### config.mk
export PLATFORM = sky130hd
export DESIGN_NAME = audctl_rx
export DESIGN_NICKNAME = d
export VERILOG_FILES = /design/src/rtl/audctl_pkg.sv /design/src/rtl/audctl_sync.sv /design/src/rtl/audctl_frame_fsm.sv /design/src/rtl/audctl_decode.sv /design/src/rtl/audctl_rx.sv
export SDC_FILE = /design/constraint.sdc
export NUM_CORES = 1
export LEC_CHECK = 0
export BUFFER_PORTS_ARGS = -buffer_cell sky130_fd_sc_hd__buf_4
export CAP_MARGIN = 40
export CORE_UTILIZATION = 40
export DETAILED_ROUTE_END_ITERATION = 8
export SYNTH_ARGS = -nofsm -noshare
export SYNTH_HDL_FRONTEND = slang
export SYNTH_SLANG_ARGS = --single-unit
### constraint.sdc
create_clock -name clk -period 2.35 [get_ports clk]
set_input_delay 0.235 -clock clk [delete_from_list [all_inputs] [get_ports clk]]
set_output_delay 0.235 -clock clk [all_outputs]
set_load 0.01 [all_outputs]
### src/rtl/audctl_pkg.sv
package audctl_pkg;
    localparam int FRAME_BITS = 48;
    localparam int ADDR_BITS  = 8;
    localparam int DATA_BITS  = FRAME_BITS - ADDR_BITS;
    localparam int TEST_BITS  = 4;
    localparam int CTRL_BITS  = DATA_BITS - TEST_BITS;
    localparam int CNT_W      = $clog2(FRAME_BITS) + 1;

    localparam int SEL_BITS   = 3;
    localparam int SEL_MAX    = 4;
    localparam int SEL_LSB    = 0;
    localparam int SRC5_L_BIT = 3;
    localparam int SRC5_R_BIT = 4;

    localparam int EQ_BANDS   = 5;
    localparam int EQ_BITS    = 4;
    localparam int EQ_LSB     = 5;
    localparam int EQ_MAX     = 10;
    localparam int EQ_FLAT    = EQ_MAX / 2;
    localparam int GAIN_W     = 5;

    localparam int VOL_BITS   = 7;
    localparam int VOL_LSB    = EQ_LSB + EQ_BANDS * EQ_BITS;
    localparam int VOL_MUTE   = 80;
    localparam int FINE_W     = 2;
    localparam int COARSE_W   = VOL_BITS - FINE_W;
    localparam int NCH        = 4;

    localparam int EN_RIGHT_BIT = 32;
    localparam int EN_LEFT_BIT  = 33;
    localparam int EN_REAR_BIT  = 34;
    localparam int EN_FRONT_BIT = 35;

    typedef enum logic [1:0] {
        S_IDLE = 2'd0,
        S_RECV = 2'd1,
        S_EVAL = 2'd2,
        S_LOAD = 2'd3
    } rx_state_t;

    function automatic logic [VOL_BITS-1:0] clamp_vol(input logic [VOL_BITS-1:0] v);
        return (v > VOL_BITS'(VOL_MUTE)) ? VOL_BITS'(VOL_MUTE) : v;
    endfunction

    function automatic logic [EQ_BITS-1:0] clamp_eq(input logic [EQ_BITS-1:0] v);
        return (v > EQ_BITS'(EQ_MAX)) ? EQ_BITS'(EQ_MAX) : v;
    endfunction

    function automatic logic [SEL_BITS-1:0] clamp_sel(input logic [SEL_BITS-1:0] v);
        return (v > SEL_BITS'(SEL_MAX)) ? SEL_BITS'(SEL_MAX) : v;
    endfunction
endpackage

### src/rtl/audctl_sync.sv
module audctl_sync #(
    parameter int STAGES = 2
) (
    input  logic       clk,
    input  logic       rst_n,
    input  logic [2:0] pin_raw,
    output logic       en_lvl,
    output logic       en_fall,
    output logic       sck_rise,
    output logic       sda_lvl
);
    logic [STAGES-1:0] chain [3];
    logic              sck_lvl;
    logic              en_d;
    logic              sck_d;

    for (genvar p = 0; p < 3; p++) begin : g_pin
        always_ff @(posedge clk or negedge rst_n) begin
            if (!rst_n) begin
                chain[p] <= '0;
            end else begin
                chain[p] <= {chain[p][STAGES-2:0], pin_raw[p]};
            end
        end
    end

    assign en_lvl  = chain[0][STAGES-1];
    assign sck_lvl = chain[1][STAGES-1];
    assign sda_lvl = chain[2][STAGES-1];

    always_ff @(posedge clk or negedge rst_n) begin
        if (!rst_n) begin
            en_d  <= 1'b0;
            sck_d <= 1'b0;
        end else begin
            en_d  <= en_lvl;
            sck_d <= sck_lvl;
        end
    end

    assign en_fall  = en_d & ~en_lvl;
    assign sck_rise = sck_lvl & ~sck_d;
endmodule

### src/rtl/audctl_frame_fsm.sv
module audctl_frame_fsm
    import audctl_pkg::*;
#(
    parameter logic [ADDR_BITS-1:0] DEV_ADDR = 8'h41
) (
    input  logic                 clk,
    input  logic                 rst_n,
    input  logic                 en_lvl,
    input  logic                 en_fall,
    input  logic                 sck_rise,
    input  logic                 sda_lvl,
    output logic                 load_stb,
    output logic [CTRL_BITS-1:0] ctrl_word,
    output logic                 frame_err,
    output logic                 test_err
);
    rx_state_t              state, nxt;
    logic [FRAME_BITS-1:0]  shreg;
    logic [CNT_W-1:0]       bit_cnt;
    logic                   len_ok;
    logic                   addr_ok;
    logic                   test_clr;

    assign len_ok   = (bit_cnt == CNT_W'(FRAME_BITS));
    assign addr_ok  = (shreg[ADDR_BITS-1:0] == DEV_ADDR);
    assign test_clr = (shreg[FRAME_BITS-1 -: TEST_BITS] == '0);

    always_ff @(posedge clk or negedge rst_n) begin
        if (!rst_n) begin
            state <= S_IDLE;
        end else begin
            state <= nxt;
        end
    end

    always_comb begin
        nxt = state;
        unique case (state)
            S_IDLE: if (en_lvl) nxt = S_RECV;
            S_RECV: if (en_fall) nxt = S_EVAL;
            S_EVAL: nxt = (len_ok && addr_ok && test_clr) ? S_LOAD : S_IDLE;
            S_LOAD: nxt = S_IDLE;
        endcase
    end

    always_ff @(posedge clk or negedge rst_n) begin
        if (!rst_n) begin
            shreg     <= '0;
            bit_cnt   <= '0;
            frame_err <= 1'b0;
            test_err  <= 1'b0;
        end else begin
            frame_err <= 1'b0;
            test_err  <= 1'b0;
            unique case (state)
                S_IDLE: begin
                    if (en_lvl) bit_cnt <= '0;
                end
                S_RECV: begin
                    if (sck_rise && en_lvl) begin
                        shreg <= {sda_lvl, shreg[FRAME_BITS-1:1]};
                        if (bit_cnt != '1) bit_cnt <= bit_cnt + 1'b1;
                    end
                end
                S_EVAL: begin
                    if (!len_ok) begin
                        frame_err <= 1'b1;
                    end else if (addr_ok && !test_clr) begin
                        test_err <= 1'b1;
                    end
                end
                S_LOAD: begin
                end
            endcase
        end
    end

    assign load_stb  = (state == S_LOAD);
    assign ctrl_word = shreg[ADDR_BITS +: CTRL_BITS];

    // a length error is a single-cycle pulse
    p_len_pulse_r4: assert property (@(posedge clk) disable iff (!rst_n)
        frame_err |=> !frame_err);
    // a test-bit error is a single-cycle pulse
    p_test_pulse_r5: assert property (@(posedge clk) disable iff (!rst_n)
        test_err |=> !test_err);
    // the two error outputs never coincide
    p_err_excl_r11: assert property (@(posedge clk) disable iff (!rst_n)
        !(frame_err && test_err));
    // a load is only ever issued for a full-length frame of this device
    p_load_full_r1: assert property (@(posedge clk) disable iff (!rst_n)
        load_stb |-> (len_ok && addr_ok));
    // no data moves into the shift register while enable is low
    p_no_shift_low_r3: assert property (@(posedge clk) disable iff (!rst_n)
        !en_lvl |=> $stable(shreg));
endmodule

### src/rtl/audctl_decode.sv
module audctl_decode
    import audctl_pkg::*;
(
    input  logic                         clk,
    input  logic                         rst_n,
    input  logic                         load_stb,
    input  logic [CTRL_BITS-1:0]         ctrl_word,
    output logic [SEL_BITS-1:0]          src_sel,
    output logic                         src5_on_l,
    output logic                         src5_on_r,
    output logic [EQ_BANDS*GAIN_W-1:0]   eq_gain,
    output logic [NCH*COARSE_W-1:0]      att_coarse,
    output logic [NCH*FINE_W-1:0]        att_fine,
    output logic [NCH-1:0]               att_mute
);
    logic [EQ_BITS-1:0]  eq_q  [EQ_BANDS];
    logic [VOL_BITS-1:0] vol_q [NCH];
    logic [VOL_BITS-1:0] vol_new;

    assign vol_new = clamp_vol(ctrl_word[VOL_LSB +: VOL_BITS]);

    always_ff @(posedge clk or negedge rst_n) begin
        if (!rst_n) begin
            src_sel   <= '0;
            src5_on_l <= 1'b0;
            src5_on_r <= 1'b0;
        end else if (load_stb) begin
            src_sel   <= clamp_sel(ctrl_word[SEL_LSB +: SEL_BITS]);
            src5_on_l <= ctrl_word[SRC5_L_BIT];
            src5_on_r <= ctrl_word[SRC5_R_BIT];
        end
    end

    always_ff @(posedge clk) begin
        if (rst_n) begin
            p_sel_legal_r9: assert (src_sel <= SEL_BITS'(SEL_MAX));
        end
    end

    for (genvar k = 0; k < EQ_BANDS; k++) begin : g_band
        logic [GAIN_W:0] twice;
        always_ff @(posedge clk or negedge rst_n) begin
            if (!rst_n) begin
                eq_q[k] <= EQ_BITS'(EQ_FLAT);
            end else if (load_stb) begin
                eq_q[k] <= clamp_eq(ctrl_word[EQ_LSB + k*EQ_BITS +: EQ_BITS]);
            end
        end
        assign twice = {1'b0, eq_q[k], 1'b0} - (GAIN_W+1)'(EQ_MAX);
        assign eq_gain[k*GAIN_W +: GAIN_W] = twice[GAIN_W-1:0];

        // a stored band code never exceeds the top setting
        p_eq_legal_r8: assert property (@(posedge clk) disable iff (!rst_n)
            eq_q[k] <= EQ_BITS'(EQ_MAX));
    end

    for (genvar c = 0; c < NCH; c++) begin : g_chan
        localparam int SIDE_BIT = (c < 2) ? EN_LEFT_BIT : EN_RIGHT_BIT;
        localparam int POS_BIT  = (c % 2 == 1) ? EN_REAR_BIT : EN_FRONT_BIT;
        logic take;
        assign take = load_stb && ctrl_word[SIDE_BIT] && ctrl_word[POS_BIT];

        always_ff @(posedge clk or negedge rst_n) begin
            if (!rst_n) begin
                vol_q[c] <= VOL_BITS'(VOL_MUTE);
            end else if (take) begin
                vol_q[c] <= vol_new;
            end
        end
        assign att_coarse[c*COARSE_W +: COARSE_W] = vol_q[c][VOL_BITS-1:FINE_W];
        assign att_fine[c*FINE_W +: FINE_W]       = vol_q[c][FINE_W-1:0];
        assign att_mute[c]                        = (vol_q[c] == VOL_BITS'(VOL_MUTE));

        // without both of its enables a channel keeps its volume through a load
        p_vol_hold_r7: assert property (@(posedge clk) disable iff (!rst_n)
            !(load_stb && ctrl_word[SIDE_BIT] && ctrl_word[POS_BIT]) |=> $stable(vol_q[c]));
        // a stored volume code never passes the mute code
        p_vol_legal_r6: assert property (@(posedge clk) disable iff (!rst_n)
            vol_q[c] <= VOL_BITS'(VOL_MUTE));
    end
endmodule

### src/rtl/audctl_rx.sv
module audctl_rx
    import audctl_pkg::*;
#(
    parameter logic [7:0] DEV_ADDR    = 8'h41,
    parameter int         SYNC_STAGES = 2
) (
    input  logic        clk,
    input  logic        rst_n,
    input  logic        bus_en,
    input  logic        bus_sck,
    input  logic        bus_sda,
    output logic [2:0]  src_sel,
    output logic        src5_on_l,
    output logic        src5_on_r,
    output logic [24:0] eq_gain,
    output logic [19:0] att_coarse,
    output logic [7:0]  att_fine,
    output logic [3:0]  att_mute,
    output logic        frame_err,
    output logic        test_err
);
    logic                 en_lvl;
    logic                 en_fall;
    logic                 sck_rise;
    logic                 sda_lvl;
    logic                 load_stb;
    logic [CTRL_BITS-1:0] ctrl_word;

    audctl_sync #(.STAGES(SYNC_STAGES)) u_sync (
        .clk      (clk),
        .rst_n    (rst_n),
        .pin_raw  ({bus_sda, bus_sck, bus_en}),
        .en_lvl   (en_lvl),
        .en_fall  (en_fall),
        .sck_rise (sck_rise),
        .sda_lvl  (sda_lvl)
    );

    audctl_frame_fsm #(.DEV_ADDR(DEV_ADDR)) u_fsm (
        .clk       (clk),
        .rst_n     (rst_n),
        .en_lvl    (en_lvl),
        .en_fall   (en_fall),
        .sck_rise  (sck_rise),
        .sda_lvl   (sda_lvl),
        .load_stb  (load_stb),
        .ctrl_word (ctrl_word),
        .frame_err (frame_err),
        .test_err  (test_err)
    );

    audctl_decode u_dec (
        .clk        (clk),
        .rst_n      (rst_n),
        .load_stb   (load_stb),
        .ctrl_word  (ctrl_word),
        .src_sel    (src_sel),
        .src5_on_l  (src5_on_l),
        .src5_on_r  (src5_on_r),
        .eq_gain    (eq_gain),
        .att_coarse (att_coarse),
        .att_fine   (att_fine),
        .att_mute   (att_mute)
    );
endmodule

==> reports/metrics.yaml <==
vdd_drop_max_uv: 481
cp_max_fo: 19
crit_path_end_kind: "flop"
synth_edf_count: 0
power.leakage_nw: 3.09
maxSlewViolCount: 0
final.fill_count: 1115
syn_area_um2: 5050
worstPathArrival_ps: 2190
grt_pass1_wl_mm: 16.7
grt_pass1_vias: 3535
area_delta_synth_final_pct: 25.8
avgRoutedWirePerCell_um: 12.8
timing.final.crit_share_pct: 80.7
async_flop_share_pct: 100
core_um2: 12200
drv_cap: 0
die_area_um2: 13100
dpl-instance-area_um2: 5650
gp_congestion: 0.781
mostFrequentLayoutCells: "nand2_1 (194), dfrtp_1 (102), buf_4 (70)"
numCtsBuffers: 17
holdCritPathClass: "input port to asynchronous set/reset pin"
n_antenna_cell: 0
critPathKind: "flop to flop"
holdWs_ps: 272
finalSetupTns_ps: 0
viasPerCell: 4.77
numClockSinks: 120
final_nets: 597
hold_viol: 0
finalClockSkew_ps: 4.63
yosysUniqueCellTypes: 38
num_vias: 3656
antenna_found_initial: 0
synthCells: 517
start_util_pct: 41.5
outcome: "complete, no violations"
cts_root_buffer: "clkbuf_16"
dp_slack_ps: 480
dpl.hpwl_mm: 6.51
timing.final.ws_setup_ps: 453
rsz0062_at_grt: "false"
ys_seq_area_share_pct: 60.0
overflow: 0
slew_headroom_pct: 59.5
cp-start-kind: "flop"
first_iter_violations: 220
fin_area_um2: 6350
yosysWarningCount: 0
synth_flop_cell: "dfrtp_1"
final_antenna_net_count: 0
cts_buffer_depth: 2
row_count: 40
drc: 0
h-tree-depth: 4
firstDrtPassIters: 4
ctsResizeCount: 0
clkTransAtPathRegs_ps: 60
drive_above_1_share_pct: 22.9
cp.required_ps: 2650
clk_latency_ps: 400
tightestPinTransition_ps: 607
portBuffers: 63
synth_area_per_cell_um2: 9.76
cts_tree: "built"
setup_viol: 0
p_per_area_nw_per_um2: 855
io_pins: 69
wirelength_mm: 9.77
die_w_um: 114
yosys_register_bits: 120
grt_use_total_pct: 16.5
grt_max_degree: 49
final_common_cell: "nand2_1"
fmax_mhz: 527
fp.dieH_um: 114
min_period_ps: 1900
[flip-flops by register name (all words and copies together), names as in the netlist]
signal,count
u_sync.sda_lvl,1
u_fsm.shreg,48
u_fsm.state,2
u_sync.sck_d,1
u_dec.att_coarse,20
u_dec.att_fine,8
u_sync.en_lvl,1
u_dec.src5_on_r,1
u_dec.eq_q,20
u_dec.src5_on_l,1
u_sync.chain,4
u_dec.src_sel,3
u_sync.en_d,1
u_fsm.test_err,1
u_fsm.bit_cnt,7
u_fsm.frame_err,1
[worst paths after layout]
path,cells past startpoint,slack [ps],startpoint,endpoint
max,5,450,u_fsm.state[1],u_fsm.shreg[25]
min,2,270,rst_n,u_fsm.shreg[12]
max reg2reg,5,450,u_fsm.state[1],u_fsm.shreg[25]
min reg2reg,0,350,u_sync.chain[0],u_sync.sda_lvl
max in group asynchronous,3,1370,rst_n,u_dec.att_coarse[4]
min in group clk,0,350,u_sync.chain[0],u_sync.sda_lvl
[routing by layer]
| metal | GRT usage, % | share of wire, % |
|---|---|---|
| met5 | 0 | 0 |
| met4 | 8.48 | 1.9 |
| met3 | 4.39 | 3.7 |
| met2 | 25.3 | 47 |
| met1 | 21.6 | 47 |
[timing repair]
action | CTS | global route
buffers inserted | 0 | 0
endpoints found under the hold margin | 23 | 0
setup endpoints to repair | 0 | 0
hold buffers | 4 | 0
[cell usage after synthesis, types with 6 or more instances]
library cell	n	share of area (%)
a21oi_1	9	0.89
buf_2	11	1.1
clkbuf_1	11	0.82
dfrtp_1	102	51
dfstp_2	18	9.4
ha_1	7	1.7
inv_1	20	1.5
mux2_2	12	2.7
nand2_1	194	14
nand2b_1	9	1.1
nand3_1	6	0.60
nand4_1	6	0.74
nor4_1	6	0.74
o21ai_0	51	5.1
xnor2_1	6	1.0
[metrics by stage]
stage	util (%)	std cells	total power [mW]
after floorplan	-	521	2.46
after global placement	46.5	730	2.62
after detailed placement	46.5	730	2.64
after CTS	52.2	766	5.49
after global routing	52.2	766	5.64
final	52.2	766	5.43
[kinds of logic after synthesis]
logic type / count (synthesis) / share of synthesized area, %
compound gates: 73 / 8.01
xor+xnor: 11 / 1.91
fa+ha+maj: 7 / 1.74
buf+inv: 50 / 4.81
flops: 120 / 60.0
mux: 12 / 2.68
other cells: 1 / 0.0743
simple gates: 243 / 20.8
[where the power goes]
group | internal (mW) | switching, mW
Clock | 1.88 | 0.941
Sequential | 2.15 | 0.0642
Combinational | 0.171 | 0.220
[critical path, stage by stage, from the launching register on]
cell and delay, ps:
dfrtp_1 480, nand2b_4 210, or3_1 630, buf_4 320, nand2_1 90, nand2_1 60
[cell type report]
cell class | count | area (um2) | area share [%]
inverter | 20 | 75.1 | 1.18
clock buffer | 17 | 425 | 6.70
multi-input combinational | 351 | 1800 | 28.3
timing repair buffer | 75 | 586 | 9.23
clock inverter | 15 | 226 | 3.57
sequential | 120 | 3030 | 47.7
tap | 168 | 210 | 3.31
(Power assumes the default switching activity.)
